==> src/rtl/mcc_pkg.sv <==
// Shared types and encodings for the multicycle sequencing controller.
// Assumes 6-bit opcode and funct fields; all select codes are fixed here.
package mcc_pkg;

    localparam int ALU_OP_W = 4;

    localparam logic [ALU_OP_W-1:0] ALU_ADD = 4'd0;
    localparam logic [ALU_OP_W-1:0] ALU_SUB = 4'd1;
    localparam logic [ALU_OP_W-1:0] ALU_AND = 4'd2;
    localparam logic [ALU_OP_W-1:0] ALU_OR  = 4'd3;
    localparam logic [ALU_OP_W-1:0] ALU_SLT = 4'd4;

    localparam int OPC_RTYPE = 0;
    localparam int OPC_J     = 2;
    localparam int OPC_JAL   = 3;
    localparam int OPC_BEQ   = 4;
    localparam int OPC_BNE   = 5;
    localparam int OPC_ADDI  = 8;
    localparam int OPC_SLTI  = 10;
    localparam int OPC_ANDI  = 12;
    localparam int OPC_ORI   = 13;
    localparam int OPC_LW    = 35;
    localparam int OPC_SW    = 43;

    localparam int FN_ADD = 32;
    localparam int FN_SUB = 34;
    localparam int FN_AND = 36;
    localparam int FN_OR  = 37;
    localparam int FN_SLT = 42;

    typedef enum logic [3:0] {
        S_IDLE, S_FETCH, S_DECODE, S_EXR, S_EXI, S_WBRD, S_WBRT, S_ADDR,
        S_MRD, S_WBMEM, S_MWR, S_BR, S_JMP, S_JAL1, S_JAL2, S_JALWB
    } state_t;

    typedef enum logic [2:0] {
        CL_R, CL_I, CL_LW, CL_SW, CL_BR, CL_J, CL_JAL, CL_BAD
    } iclass_t;

    typedef struct packed {
        logic                pc_we;
        logic                ir_we;
        logic                bpc_we;
        logic                rf_we;
        logic                mem_we;
        logic                mem_rd;
        logic                addr_sel;
        logic                alu_a_sel;
        logic [1:0]          alu_b_sel;
        logic [1:0]          pc_src;
        logic [1:0]          rf_dst;
        logic                rf_data_sel;
        logic [ALU_OP_W-1:0] alu_op;
        logic                br_en;
        logic                br_ne;
    } ctl_t;

endpackage

==> src/rtl/mcc_classify.sv <==
// Instruction classifier: maps opcode to an instruction class and derives
// the ALU codes for register and immediate arithmetic.
// Assumes the fields are stable from the end of fetch until the next fetch.
module mcc_classify
    import mcc_pkg::*;
#(
    parameter int OP_W = 6,
    parameter int FN_W = 6
) (
    input  logic [OP_W-1:0]     opcode,
    input  logic [FN_W-1:0]     funct,
    output iclass_t             cls,
    output logic [ALU_OP_W-1:0] alu_r,
    output logic [ALU_OP_W-1:0] alu_i,
    output logic                is_bne
);

    // Opcode to instruction class
    always_comb begin
        case (opcode)
            OP_W'(OPC_RTYPE):                   cls = CL_R;
            OP_W'(OPC_ADDI), OP_W'(OPC_SLTI),
            OP_W'(OPC_ANDI), OP_W'(OPC_ORI):    cls = CL_I;
            OP_W'(OPC_LW):                      cls = CL_LW;
            OP_W'(OPC_SW):                      cls = CL_SW;
            OP_W'(OPC_BEQ), OP_W'(OPC_BNE):     cls = CL_BR;
            OP_W'(OPC_J):                       cls = CL_J;
            OP_W'(OPC_JAL):                     cls = CL_JAL;
            default:                            cls = CL_BAD;
        endcase
    end

    // Function field to ALU code for register arithmetic
    always_comb begin
        case (funct)
            FN_W'(FN_SUB): alu_r = ALU_SUB;
            FN_W'(FN_AND): alu_r = ALU_AND;
            FN_W'(FN_OR):  alu_r = ALU_OR;
            FN_W'(FN_SLT): alu_r = ALU_SLT;
            default:       alu_r = ALU_ADD;
        endcase
    end

    // Opcode to ALU code for immediate arithmetic
    always_comb begin
        case (opcode)
            OP_W'(OPC_ANDI): alu_i = ALU_AND;
            OP_W'(OPC_ORI):  alu_i = ALU_OR;
            OP_W'(OPC_SLTI): alu_i = ALU_SLT;
            default:         alu_i = ALU_ADD;
        endcase
    end

    assign is_bne = (opcode == OP_W'(OPC_BNE));

endmodule

==> src/rtl/mcc_seq.sv <==
// Step sequencer: holds the current step and computes the next one from
// the instruction class. Reset parks it in an idle step that leads to fetch.
module mcc_seq
    import mcc_pkg::*;
(
    input  logic    clk,
    input  logic    rst_n,
    input  iclass_t cls,
    output state_t  state_q,
    output state_t  state_nx
);

    // Next-step selection
    always_comb begin
        case (state_q)
            S_IDLE:   state_nx = S_FETCH;
            S_FETCH:  state_nx = S_DECODE;
            S_DECODE: begin
                case (cls)
                    CL_R:          state_nx = S_EXR;
                    CL_I:          state_nx = S_EXI;
                    CL_LW, CL_SW:  state_nx = S_ADDR;
                    CL_BR:         state_nx = S_BR;
                    CL_J:          state_nx = S_JMP;
                    CL_JAL:        state_nx = S_JAL1;
                    default:       state_nx = S_FETCH;
                endcase
            end
            S_EXR:    state_nx = S_WBRD;
            S_EXI:    state_nx = S_WBRT;
            S_ADDR:   state_nx = (cls == CL_LW) ? S_MRD : S_MWR;
            S_MRD:    state_nx = S_WBMEM;
            S_JAL1:   state_nx = S_JAL2;
            S_JAL2:   state_nx = S_JALWB;
            default:  state_nx = S_FETCH;
        endcase
    end

    // Step register with synchronous reset
    always_ff @(posedge clk) begin
        if (!rst_n) state_q <= S_IDLE;
        else        state_q <= state_nx;
    end

endmodule

==> src/rtl/mcc_ctlgen.sv <==
// Control word generator: pure function from a step to its control word.
// Fed with the next step so the top can register the result.
module mcc_ctlgen
    import mcc_pkg::*;
(
    input  state_t              st,
    input  logic [ALU_OP_W-1:0] alu_r,
    input  logic [ALU_OP_W-1:0] alu_i,
    input  logic                is_bne,
    output ctl_t                ctl
);

    // Per-step control values, every unnamed field held at 0
    always_comb begin
        ctl = '0;
        case (st)
            S_FETCH: begin
                ctl.mem_rd = 1'b1; ctl.ir_we = 1'b1; ctl.pc_we = 1'b1;
                ctl.alu_b_sel = 2'd1;
            end
            S_DECODE: begin
                ctl.bpc_we = 1'b1; ctl.alu_b_sel = 2'd3;
            end
            S_EXR: begin
                ctl.alu_a_sel = 1'b1; ctl.alu_op = alu_r;
            end
            S_EXI: begin
                ctl.alu_a_sel = 1'b1; ctl.alu_b_sel = 2'd2; ctl.alu_op = alu_i;
            end
            S_WBRD:  ctl.rf_we = 1'b1;
            S_WBRT: begin
                ctl.rf_we = 1'b1; ctl.rf_dst = 2'd1;
            end
            S_ADDR: begin
                ctl.alu_a_sel = 1'b1; ctl.alu_b_sel = 2'd2;
            end
            S_MRD: begin
                ctl.mem_rd = 1'b1; ctl.addr_sel = 1'b1;
            end
            S_WBMEM: begin
                ctl.rf_we = 1'b1; ctl.rf_dst = 2'd1; ctl.rf_data_sel = 1'b1;
            end
            S_MWR: begin
                ctl.mem_we = 1'b1; ctl.addr_sel = 1'b1;
            end
            S_BR: begin
                ctl.alu_a_sel = 1'b1; ctl.pc_src = 2'd1; ctl.alu_op = ALU_SUB;
                ctl.br_en = 1'b1; ctl.br_ne = is_bne;
            end
            S_JMP: begin
                ctl.pc_we = 1'b1; ctl.pc_src = 2'd2; ctl.alu_b_sel = 2'd1;
            end
            S_JAL1: begin
                ctl.pc_we = 1'b1; ctl.alu_b_sel = 2'd1;
            end
            S_JAL2: begin
                ctl.alu_b_sel = 2'd1; ctl.alu_op = ALU_SUB;
            end
            S_JALWB: begin
                ctl.rf_we = 1'b1; ctl.rf_dst = 2'd2;
                ctl.pc_we = 1'b1; ctl.pc_src = 2'd2;
            end
            default: ctl = '0;
        endcase
    end

endmodule

==> src/rtl/mcc_top.sv <==
// Multicycle sequencing controller top. Classifies the instruction, steps
// the sequencer, and registers the next step's control word so every select
// leaves a flip-flop directly. Only pc_we mixes in the live zero flag,
// during the compare step. Assumes opcode/funct held from fetch onward.
module mcc_top
    import mcc_pkg::*;
#(
    parameter int OP_W = 6,
    parameter int FN_W = 6
) (
    input  logic                clk,
    input  logic                rst_n,
    input  logic [OP_W-1:0]     opcode,
    input  logic [FN_W-1:0]     funct,
    input  logic                zero,
    output logic                pc_we,
    output logic                ir_we,
    output logic                bpc_we,
    output logic                rf_we,
    output logic                mem_we,
    output logic                mem_rd,
    output logic                addr_sel,
    output logic                alu_a_sel,
    output logic [1:0]          alu_b_sel,
    output logic [1:0]          pc_src,
    output logic [1:0]          rf_dst,
    output logic                rf_data_sel,
    output logic [ALU_OP_W-1:0] alu_op
);

    iclass_t             cls;
    logic [ALU_OP_W-1:0] alu_r;
    logic [ALU_OP_W-1:0] alu_i;
    logic                is_bne;
    state_t              state_q;
    state_t              state_nx;
    ctl_t                ctl_nx;
    ctl_t                ctl_q;

    mcc_classify #(.OP_W(OP_W), .FN_W(FN_W)) u_cls (
        .opcode (opcode),
        .funct  (funct),
        .cls    (cls),
        .alu_r  (alu_r),
        .alu_i  (alu_i),
        .is_bne (is_bne)
    );

    mcc_seq u_seq (
        .clk      (clk),
        .rst_n    (rst_n),
        .cls      (cls),
        .state_q  (state_q),
        .state_nx (state_nx)
    );

    mcc_ctlgen u_gen (
        .st     (state_nx),
        .alu_r  (alu_r),
        .alu_i  (alu_i),
        .is_bne (is_bne),
        .ctl    (ctl_nx)
    );

    // Control word register: outputs come straight from these flops
    always_ff @(posedge clk) begin
        if (!rst_n) ctl_q <= '0;
        else        ctl_q <= ctl_nx;
    end

    assign pc_we       = ctl_q.pc_we | (ctl_q.br_en & (zero ^ ctl_q.br_ne));
    assign ir_we       = ctl_q.ir_we;
    assign bpc_we      = ctl_q.bpc_we;
    assign rf_we       = ctl_q.rf_we;
    assign mem_we      = ctl_q.mem_we;
    assign mem_rd      = ctl_q.mem_rd;
    assign addr_sel    = ctl_q.addr_sel;
    assign alu_a_sel   = ctl_q.alu_a_sel;
    assign alu_b_sel   = ctl_q.alu_b_sel;
    assign pc_src      = ctl_q.pc_src;
    assign rf_dst      = ctl_q.rf_dst;
    assign rf_data_sel = ctl_q.rf_data_sel;
    assign alu_op      = ctl_q.alu_op;

    AST_RESET_QUIET: assert property (@(posedge clk)
        !rst_n |=> !(pc_we | ir_we | bpc_we | rf_we | mem_we | mem_rd));

    AST_DECODE_FOLLOWS_FETCH: assert property (@(posedge clk) disable iff (!rst_n)
        ir_we |=> (bpc_we && alu_b_sel == 2'd3));

    AST_LOAD_WRITEBACK: assert property (@(posedge clk) disable iff (!rst_n)
        (mem_rd && addr_sel) |=> (rf_we && rf_data_sel && rf_dst == 2'd1));

    AST_STORE_THEN_FETCH: assert property (@(posedge clk) disable iff (!rst_n)
        mem_we |=> (ir_we && mem_rd));

    AST_BRANCH_IS_COMPARE: assert property (@(posedge clk) disable iff (!rst_n)
        (pc_we && pc_src == 2'd1) |-> (alu_op == ALU_SUB && alu_a_sel));

    AST_LINK_WITH_JUMP: assert property (@(posedge clk) disable iff (!rst_n)
        (rf_we && rf_dst == 2'd2) |-> (pc_we && pc_src == 2'd2));

    AST_LINK_PRECEDED: assert property (@(posedge clk) disable iff (!rst_n)
        (rf_we && rf_dst == 2'd2) |-> ($past(alu_op) == ALU_SUB && !$past(pc_we)));

    AST_SINGLE_WRITER: assert property (@(posedge clk) disable iff (!rst_n)
        !(mem_we && rf_we));

endmodule

==> config.mk <==
export PLATFORM = sky130hd
export DESIGN_NAME = mcc_top
export DESIGN_NICKNAME = d
export VERILOG_FILES = /design/src/rtl/mcc_pkg.sv /design/src/rtl/mcc_classify.sv /design/src/rtl/mcc_seq.sv /design/src/rtl/mcc_ctlgen.sv /design/src/rtl/mcc_top.sv
export SDC_FILE = /design/constraint.sdc
export NUM_CORES = 1
export LEC_CHECK = 0
export BUFFER_PORTS_ARGS = -buffer_cell sky130_fd_sc_hd__buf_2
export CAP_MARGIN = 20
export CELL_PAD_IN_SITES_DETAIL_PLACEMENT = 0
export CELL_PAD_IN_SITES_GLOBAL_PLACEMENT = 1
export CORE_MARGIN = 2
export CORE_UTILIZATION = 30
export CTS_CLUSTER_SIZE = 8
export DETAILED_ROUTE_END_ITERATION = 8
export PLACE_DENSITY = 0.78
export SKIP_CTS_REPAIR_TIMING = 1
export SYNTH_ARGS = -nofsm -noshare
export SYNTH_HDL_FRONTEND = slang
export SYNTH_SLANG_ARGS = --single-unit
==> constraint.sdc <==
create_clock -name clk -period 2.25 [get_ports clk]
set_clock_uncertainty 0.15 [all_clocks]
set_input_delay 0.225 -clock clk [delete_from_list [all_inputs] [get_ports clk]]
set_output_delay 0.225 -clock clk [all_outputs]
set_load 0.05 [all_outputs]
==> metrics.md, run 1 <==
| Metric | Value |
|---|---|
| Switching share of power | 33.9% |
| Worst VDD drop | 0.250 mV |
| Core area | 4090 sq um |
| Die Y | 69.9 um |
| Reg power frac | 41.9% |
| Distinct cells, synth | 49 |
| Cell row count | 23 |
| Mapped Area | 1300 sq um |
| Sequential share of the synthesized area | 36.9% |
| Port Buf Inserts | 32 |
| TritonCTS clock tree | done |
| CP Cell Sequence | nand2b_4 > or3_4 > nor4_1 > or4_4 > or2_4 > or3_1 > nand3_1 |
| WHS | 134 ps |
| Pwr/cell area | 715 nW/um^2 |
| Flop-to-flop setup slack | 130 ps |
| Gr ovfl total | 0 |
| Drt pass-1 iters | 4 |
| Max Root-Sink Buffers | 2 |
| Multi-input gate area | 711 sq um |
| Ys Warns | 0 |
| Commonest non-fill, non-tap cells in the layout | buf_2, nor2_1, dfxtp_1 |
| Final hold vios | 0 |
| Final core utilization | 38.7% |
| Max Cap Violations | 0 |
| Die W | 69.9 um |
| Routed Antenna Nets | 0 |
| Crit-path slowest cell | or4_4 |
| Hold Crit Class | in -> reg |
| Fill cell count | 437 |
| Antenna cells | 0 |
| Peak per-stage delay on the critical path | 520 ps |
| Main synth FF type | dfxtp_1 |
| Skew-Pair Late Insertion Delay | 260 ps |
| Leak Pwr | 0.709 nW |
| Global-route wire length before repair | 4810 um |
| Launch point of the worst path | u_seq.state_q[3]$_SDFF_PN0_ |
| Area Overhead vs Synth | 21.3% |
| Largest net degree at the start of global routing | 14 |
| RSZ-0062 raised after global routing | false |
| Crit path max fanout | 5 |
| Vias after detailed routing | 1164 |
| Reg2reg start | u_seq.state_q[3]$_SDFF_PN0_ |
| Starting DRT DRC Count | 70 |
| TritonCTS Buffers | 3 |
| Final nets | 205 |
| Avg Inst Size Synth | 8.24 sq um |
| Tcrit/Tclk final | 94.4% |
| Hold_sp | rst_n |
| CTS root buf | clkbuf_8 |
| Hpwl dp | 2150 um |
| Ports | 34 |
| Flops & latches, synth | 24 |
| Combinational power share | 32.3% |
| Clock Sink Count | 24 |
| Crit. End Element | flop |
| Status | finished, final reports clean |
| DR DRC count | 0 |
| GPL Wtd Cong | 0.815 |
| Final setup violation count | 0 |
| Number of synthesized flops with an enable pin | 0 |
| Clk slew on worst S/H paths | 80 ps |
| Syn_nets | 173 |
| Gate Count Post-Synth | 158 |
| Routed len/inst | 11.8 um |
| Share of post-route cells with drive strength above 1 | 33.3% |
| Crit start category | flop |
| H-Tree Depth | 1 |
| Die ar. | 4880 sq um |
| Worst EP arrival | 2190 ps |
| Tmin final | 2120 ps |
| Max-slew violations | 0 |
| Total power draw | 1.13 mW |
| Register area | 483 sq um |
| Most common cell after layout, fill and taps aside | buf_2 |
| Worst Path Required | 2310 ps |
| FFs w/ async S/R, synth | 0% |
| Sw Pwr | 384 uW |
| Drt total wl | 2810 um |
| Int Pwr | 747 uW |
| Initial antenna violation count | 0 |
| Global Route Usage Sum | 12.0% |
| Routed vias/inst | 4.87 |
| Initial core utilization | 31.9% |
| Setup CP Type | reg -> reg |
| Clock power share | 25.9% |
| Vias in the first global route | 1083 |
| Maximum clock rate | 471 MHz |
final cells by class:
type / instances / share of cell area [%]
clock buffer: 4 / 3.48
timing repair buffer: 45 / 16.3
tap: 50 / 3.96
multi-input combinational: 113 / 45.0
inverter: 3 / 0.713
sequential: 24 / 30.6
synth_stat cells (all sizes together), types with 2 or more instances:
| library cell | count | area share (%) |
|---|---|---|
| a2111oi | 2 | 1.8 |
| a21oi | 6 | 2.3 |
| a41oi | 2 | 1.3 |
| and2 | 2 | 0.96 |
| and3 | 2 | 0.96 |
| buf | 15 | 8.6 |
| clkbuf | 3 | 0.86 |
| dfxtp | 24 | 37 |
| inv | 2 | 0.58 |
| nand2 | 13 | 3.7 |
| nand2b | 7 | 3.9 |
| nand3 | 5 | 1.9 |
| nor2 | 23 | 6.6 |
| nor2b | 4 | 1.9 |
| nor3 | 8 | 3.8 |
| nor4 | 3 | 1.4 |
| o21ai | 4 | 1.5 |
| or2 | 3 | 1.6 |
| or3 | 5 | 2.8 |
| or4b | 2 | 1.5 |
| xnor2 | 3 | 2.0 |
| xor2 | 2 | 1.3 |
worst max-delay path, delay by kind of cell (launching register included):
kind,cells,cell delay (ps)
flops,1,350
simple gates,7,1570
path summary, 6_finish.rpt:
kind                            end  cells after the start
max            alu_op[0]$_SDFF_PN0_                      7
min             ctl_q[0]$_SDFF_PN0_                      3
max reg2reg    alu_op[0]$_SDFF_PN0_                      7
min reg2reg  rf_data_sel$_SDFF_PN0_                      2
per-layer routing:
layer  track usage (%)  wire length (um)  share of wire, %
met1              17.0              1420                51
met2              18.1              1170                42
met3              1.73               160               5.7
met4              5.13                55               2.0
met5                 0                 0                 0
cells by family after synthesis:
| group | Yosys count | share of synthesized area, % |
|---|---|---|
| simple gates | 84 | 36.1 |
| flops | 24 | 36.9 |
| compound gates | 23 | 13.0 |
| buf+inv | 21 | 10.4 |
| xor+xnor | 5 | 3.36 |
| other cells | 1 | 0.288 |
power by group through the flow:
| stage | sequential (mW) | clock, mW | combinational (mW) |
|---|---|---|---|
| final | 0.473 | 0.293 | 0.365 |
| after global routing | 0.477 | 0.322 | 0.395 |
| after CTS | 0.472 | 0.300 | 0.354 |
| after detailed placement | 0.483 | 0 | 0.353 |
| after global placement | 0.482 | 0 | 0.353 |
| after floorplan | 0.518 | 0 | 0.229 |
registers in the layout, summed over array words and instances (netlist names):
| name | cells |
|---|---|
| mem_rd | 1 |
| alu_op | 3 |
| ctl_q | 3 |
| ir_we | 1 |
| alu_b_sel | 2 |
| rf_data_sel | 1 |
| u_seq.state_q | 4 |
| bpc_we | 1 |
| rf_dst | 2 |
| addr_sel | 1 |
| mem_we | 1 |
| pc_src | 2 |
| alu_a_sel | 1 |
| rf_we | 1 |
stage by stage:
stage | TNS [ps] | instances | setup slack, ps | cell area [sq um]
after CTS | -8.76 | 239 | -8.76 | 1550
final | 0 | 239 | 126 | 1580
after global routing | 0 | 239 | 2.59 | 1580
after detailed placement | 0 | 235 | 10.1 | 1500
after global placement | 0 | 235 | 24.2 | 1500
after floorplan | 0 | 158 | 32.5 | 1300
(Power assumes the default switching activity.)
==> run 2: changes to the inputs <==
--- a/config.mk
+++ b/config.mk
@@ -9,7 +9,6 @@
 export CAP_MARGIN = 20
 export CELL_PAD_IN_SITES_DETAIL_PLACEMENT = 0
 export CELL_PAD_IN_SITES_GLOBAL_PLACEMENT = 1
-export CORE_MARGIN = 2
 export CORE_UTILIZATION = 30
 export CTS_CLUSTER_SIZE = 8
 export DETAILED_ROUTE_END_ITERATION = 8
==> run 2 against run 1 <==
Against the previous run:
- final cell count up 1.7%
- via count is the same
- routed wire length is 0.25% higher
- critical path depth stayed put
- final area increased by 1.4%
- critical path type unchanged
- total power shrank 2.3%
- clock power decreased by 18%
- sequential power barely moved
- highest routed layer unchanged
- register-to-register slack better by 30 ps
- first-iteration DRC count is 14% lower
- flip-flop and latch count did not move
- hold slack better by 5.6 ps
==> metrics.md, run 2 (synthesized netlist as in run 1, its figures left out) <==
| Metric | Value |
|---|---|
| Status | finished, final reports clean |
| Max Root-Sink Buffers | 2 (unchanged) |
| Fill cell count | 428 (-2.1%) |
| Leak Pwr | 0.721 nW (+1.6%) |
| Setup CP Type | reg -> reg |
| Tcrit/Tclk final | 93.1% (-1.3 points) |
| Final nets | 210 (+2.4%) |
| Clock Sink Count | 24 (unchanged) |
| Starting DRT DRC Count | 60 (-14%) |
| Global-route wire length before repair | 4730 um (-1.6%) |
| Delay-heaviest family, CP | simple AND/OR/NAND/NOR gates |
| Routed len/inst | 11.6 um (-1.4%) |
| Vias after detailed routing | 1164 (unchanged) |
| Non-filler cells, final | 243 (+1.7%) |
| CP Depth | 7 (unchanged) |
| Share of post-route cells with drive strength above 1 | 34.2% (+0.86 points) |
| Setup_tns | 0 ps (unchanged) |
| Final setup violation count | 0 (unchanged) |
| Routed Antenna Nets | 0 (unchanged) |
| Reg2Reg Depth | 7 (unchanged) |
| DR DRC count | 0 (unchanged) |
| GPL Wtd Cong | 0.852 (+4.5%) |
| Largest net degree at the start of global routing | 13 (-1) |
| Max-slew violations | 0 (unchanged) |
| Routed vias/inst | 4.79 (-1.6%) |
| Dpl cells | 240 (+2.1%) |
| Switching share of power | 34.2% (+0.23 points) |
| Maximum clock rate | 478 MHz (+1.4%) |
| Drt pass-1 iters | 4 (unchanged) |
| Total power draw | 1.10 mW (-2.3%) |
| Final core utilization | 39.2% (+0.55 points) |
| Die Y | 67.9 um (-2.9%) |
| Clock power share | 21.6% (-4.3 points) |
| Crit path max fanout | 9 (+4) |
| Worst setup margin | 156 ps (+29.9 ps) |
| Max Cap Violations | 0 (unchanged) |
| Gr ovfl total | 0 (unchanged) |
| WHS | 140 ps (+5.57 ps) |
| Reg power frac | 42.9% (+1.0 points) |
| H-Tree Depth | 1 (unchanged) |
| Pre-CTS setup slack | 3.64 ps (-6.48 ps) |
| Pwr/cell area | 689 nW/um^2 (-3.6%) |
| Initial antenna violation count | 0 (unchanged) |
| Worst EP arrival | 2120 ps (-70 ps) |
| Worst Path Buf+Inv | 1 (+1) |
| Initial core utilization | 31.9% (unchanged) |
| Multi-input gate area | 709 sq um (-0.18%) |
| Commonest non-fill, non-tap cells in the layout | buf_2, nor2_1, dfxtp_1 |
| Crit start category | flop |
| Final hold vios | 0 (unchanged) |
| Register area | 483 sq um (unchanged) |
| Post-route cell area | 1600 sq um (+1.4%) |
| Largest register FFs | 4 (unchanged) |
| Vias in the first global route | 1089 (+0.55%) |
| Antenna cells | 0 (unchanged) |
| TritonCTS Buffers | 3 (unchanged) |
| RSZ-0062 raised after global routing | false |
| CP Cell Sequence | nand2b_4 > or3_4 > a2111oi_4 > nor4bb_1 > buf_4 > or2_4 > nor3_2 |
| Biggest register | u_seq.state_q |
| Port Buf Inserts | 32 (unchanged) |
| Die W | 67.9 um (-2.9%) |
| Most common cell after layout, fill and taps aside | buf_2 |
| Skew-Pair Late Insertion Delay | 250 ps (about the same) |
| Cell row count | 23 (unchanged) |
| Placed cell area | 1540 sq um (+2.5%) |
| Peak per-stage delay on the critical path | 360 ps (-160 ps) |
| Worst Hold Depth | 3 (unchanged) |
| Hpwl dp | 2240 um (+4.3%) |
| Die ar. | 4610 sq um (-5.6%) |
| Worst Path Required | 2280 ps (-30 ps) |
| Crit-path slowest cell | or3_4 |
| Ports | 34 (unchanged) |
| Area Overhead vs Synth | 23.1% |
| Int Pwr | 727 uW (-2.6%) |
| Hold Crit Class | in -> reg |
| Global Route Usage Sum | 13.8% (+1.7 points) |
| Combinational power share | 35.5% (+3.2 points) |
| Worst VDD drop | 0.214 mV (-14%) |
| Crit. End Element | flop |
| Core area | 4090 sq um (unchanged) |
| Drt total wl | 2820 um (+0.25%) |
| Tmin final | 2090 ps (-29.9 ps) |
| Sw Pwr | 378 uW (-1.6%) |
| Clk slew on worst S/H paths | 80 ps (about the same) |
| TritonCTS clock tree | done |
| CTS root buf | clkbuf_8 |
## run 2: worst register-to-register path, stage by stage, from the launching register on
cell and delay [ps]:
dfxtp_1 310, nand2b_4 160, or3_4 360, a2111oi_4 310, nor4bb_1 100, buf_4 190
or2_4 260, nor3_2 170
## run 2: metal layers
layer	up-vias	track usage [%]	routed length, um
li1	613	-	-
met1	512	18.1	1400
met2	37	21.5	1240
met3	2	2.17	133
met4	0	7.03	40
met5	-	0	0
## run 2: worst paths after layout
path / startpoint / to / slack, ps
worst max-delay path: u_seq.state_q[3]$_SDFF_PN0_ / ctl_q[0]$_SDFF_PN0_ / 160
worst min register to register: u_seq.state_q[0]$_SDFF_PN0_ / rf_dst[0]$_SDFF_PN0_ / 500
worst max register to register: u_seq.state_q[3]$_SDFF_PN0_ / ctl_q[0]$_SDFF_PN0_ / 160
worst min-delay path: funct[1] / alu_op[2]$_SDFF_PN0_ / 140
## run 2: power groups by stage
stage               clock [mW]  sequential [mW]  combinational, mW
CTS                      0.249            0.473              0.378
detailed placement           0            0.483              0.376
floorplan                    0            0.518              0.229
global placement             0            0.482              0.372
global route             0.268            0.478              0.430
finish                   0.239            0.474              0.392
## run 2: layout make-up
type | instances | share of cell area, %
Multi-Input combinational cell | 113 | 44.3
Sequential cell | 24 | 30.1
Timing Repair Buffer | 50 | 18.4
Tap cell | 50 | 3.90
Clock buffer | 3 | 2.58
Inverter | 3 | 0.703
==> run 3: changes to the inputs <==
--- a/config.mk
+++ b/config.mk
@@ -9,6 +9,7 @@
 export CAP_MARGIN = 20
 export CELL_PAD_IN_SITES_DETAIL_PLACEMENT = 0
 export CELL_PAD_IN_SITES_GLOBAL_PLACEMENT = 1
+export CORE_MARGIN = 3
 export CORE_UTILIZATION = 30
 export CTS_CLUSTER_SIZE = 8
 export DETAILED_ROUTE_END_ITERATION = 8
==> run 3 against run 2 <==
Against the previous run:
- via count is 1.0% lower
- total power increased by 0.36%
- sequential power about the same
- non-clock buffer count rose by 1
- routed wire length up 2.6%
- die area is 12% higher
- worst setup slack worse by 41 ps
- critical path depth unchanged
- final cell count grew 0.41%
- utilization up 0.52 points
- first-iteration DRC count is 10% lower
- hold slack worse by 6.7 ps
- critical path type unchanged
- largest cell class unchanged
- largest power group unchanged
- highest routed layer unchanged
==> metrics.md, run 3 (synthesized netlist as in run 1, its figures left out) <==
| Metric | Value |
|---|---|
| Drt total wl | 2890 um (+2.6%) |
| Max-slew violations | 0 (unchanged) |
| Skew-Pair Late Insertion Delay | 260 ps (about the same) |
| CP Cell Sequence | nand2b_4 > or3_4 > nor4_2 > or4_4 > or2_4 > or3_1 > nand3_1 |
| Setup CP Type | reg -> reg |
| Cell row count | 23 (unchanged) |
| Clk slew on worst S/H paths | 80 ps (about the same) |
| Vias in the first global route | 1077 (-1.1%) |
| CTS root buf | clkbuf_8 |
| Worst Path Buf+Inv | 0 (-1) |
| Final hold vios | 0 (unchanged) |
| Setup_tns | 0 ps (unchanged) |
| Global-route wire length before repair | 4970 um (+5.1%) |
| Core area | 4090 sq um (unchanged) |
| Delay-heaviest family, CP | simple AND/OR/NAND/NOR gates |
| Die ar. | 5170 sq um (+12%) |
| Reg2reg start | u_seq.state_q[3]$_SDFF_PN0_ |
| Worst VDD drop | 0.218 mV (+1.7%) |
| TritonCTS Buffers | 3 (unchanged) |
| Routed Antenna Nets | 0 (unchanged) |
| Vias after detailed routing | 1152 (-1.0%) |
| Hold Crit Class | in -> reg |
| Tmin final | 2140 ps (+41.2 ps) |
| Worst EP arrival | 2190 ps (+70 ps) |
| Combinational power share | 35.3% (-0.2 points) |
| H-Tree Depth | 1 (unchanged) |
| Routed len/inst | 11.8 um (+2.2%) |
| Pwr/cell area | 683 nW/um^2 (-0.96%) |
| Final nets | 211 (+0.48%) |
| Die Y | 71.9 um (+5.9%) |
| Met3 routed WL | 139 um (+4.5%) |
| Final setup violation count | 0 (unchanged) |
| Drt pass-1 iters | 4 (unchanged) |
| Gr ovfl total | 0 (unchanged) |
| Status | finished, final reports clean |
| Port Buf Inserts | 32 (unchanged) |
| Worst setup margin | 115 ps (-41.2 ps) |
| Switching share of power | 34.3% (+0.15 points) |
| Non-filler cells, final | 244 (+0.41%) |
| Tcrit/Tclk final | 94.9% (+1.8 points) |
| Commonest non-fill, non-tap cells in the layout | buf_2, nor2_1, dfxtp_1 |
| Peak per-stage delay on the critical path | 520 ps (+160 ps) |
| Largest register FFs | 4 (unchanged) |
| Worst Hold Depth | 3 (unchanged) |
| Share of post-route cells with drive strength above 1 | 36.1% (+1.9 points) |
| Flop-to-flop setup slack | 110 ps (-40 ps) |
| Crit path max fanout | 5 (-4) |
| Clock Sink Count | 24 (unchanged) |
| Int Pwr | 728 uW (+0.14%) |
| Die W | 71.9 um (+5.9%) |
| Initial core utilization | 31.9% (unchanged) |
| Worst Hold End | ctl_q[0]$_SDFF_PN0_ |
| Dpl cells | 241 (+0.42%) |
| Hold_sp | rst_n |
| Reg2Reg Depth | 7 (unchanged) |
| Area Overhead vs Synth | 24.7% |
| Max Cap Violations | 0 (unchanged) |
| Biggest register | u_seq.state_q |
| TritonCTS clock tree | done |
| Antenna cells | 0 (unchanged) |
| Largest net degree at the start of global routing | 13 (unchanged) |
| Met1 wire length | 1470 um (+4.4%) |
| DR DRC count | 0 (unchanged) |
| Maximum clock rate | 468 MHz (-1.9%) |
| Register area | 484 sq um (+0.26%) |
| Placed cell area | 1540 sq um (+0.49%) |
| Sw Pwr | 381 uW (+0.79%) |
| Met2 WL | 1240 um (about the same) |
| Fill cell count | 440 (+2.8%) |
| FF-to-FF End | alu_op[0]$_SDFF_PN0_ |
| Leak Pwr | 0.729 nW (+1.2%) |
| GPL Wtd Cong | 0.895 (+5.0%) |
| Reg power frac | 42.9% (about the same) |
| Top Metal Used | met4 |
| Crit start category | flop |
| Worst Path Required | 2310 ps (+30 ps) |
| Routed vias/inst | 4.72 (-1.4%) |
| Hpwl dp | 2230 um (-0.48%) |
| Starting DRT DRC Count | 54 (-10%) |
| WHS | 133 ps (-6.67 ps) |
| Multi-input gate area | 722 sq um (+1.8%) |
| RSZ-0062 raised after global routing | false |
| Ports | 34 (unchanged) |
| Pre-CTS setup slack | -38.1 ps (-41.7 ps) |
| Crit-path slowest cell | or4_4 |
| Max Root-Sink Buffers | 2 (unchanged) |
| Post-route cell area | 1620 sq um (+1.3%) |
| Initial antenna violation count | 0 (unchanged) |
| Crit. End Element | flop |
| Global Route Usage Sum | 12.0% (-1.7 points) |
| Most common cell after layout, fill and taps aside | buf_2 |
| Clock power share | 21.8% (+0.2 points) |
==> run 3: routing by layer <==
metal | track usage [%] | vias to the layer above
met1 | 17.4 | 509
met3 | 2.08 | 4
met4 | 5.64 | 0
met2 | 17.3 | 26
met5 | 0 | -
li1 | - | 613
==> run 3: metrics by stage <==
| stage | total power, mW | util, % |
|---|---|---|
| 3_3_place_gp | 0.855 | 37.8 |
| 2_1_floorplan | 0.747 | - |
| 5_1_grt | 1.18 | 39.7 |
| 6_report | 1.11 | 39.7 |
| 4_1_cts | 1.10 | 38.8 |
| 3_5_place_dp | 0.856 | 37.8 |
==> run 3: worst max path at each step <==
| stage | start | end | slack, ps | cells after the start |
|---|---|---|---|---|
| after floorplan | u_seq.state_q[3]$_SDFF_PN0_ | alu_op[0]$_SDFF_PN0_ | 30 | 9 |
| after global placement | u_seq.state_q[1]$_SDFF_PN0_ | alu_b_sel[0]$_SDFF_PN0_ | -70 | 7 |
| after detailed placement | u_seq.state_q[1]$_SDFF_PN0_ | ctl_q[0]$_SDFF_PN0_ | -40 | 7 |
| after CTS | u_seq.state_q[1]$_SDFF_PN0_ | ctl_q[0]$_SDFF_PN0_ | -70 | 7 |
| after global routing | u_seq.state_q[3]$_SDFF_PN0_ | alu_op[0]$_SDFF_PN0_ | 2 | 7 |
| final | u_seq.state_q[3]$_SDFF_PN0_ | alu_op[0]$_SDFF_PN0_ | 110 | 7 |
==> run 3: layout make-up <==
type | count | area share [%]
clock buffer | 3 | 2.54
inverter | 3 | 0.693
tap | 50 | 3.85
sequential | 24 | 29.8
multi-input combinational | 113 | 44.5
timing repair buffer | 51 | 18.6
==> run 3: power groups by stage <==
stage	Clock (mW)	Combinational [mW]	Sequential, mW
3_3_place_gp	0	0.372	0.484
4_1_cts	0.250	0.375	0.474
6_report	0.242	0.391	0.476
3_5_place_dp	0	0.372	0.484
5_1_grt	0.269	0.429	0.481
2_1_floorplan	0	0.229	0.518
==> run 3: worst min-delay path: stages <==
cell,delay [ps]
buf_2,150
nand2_1,80
nor3_2,40
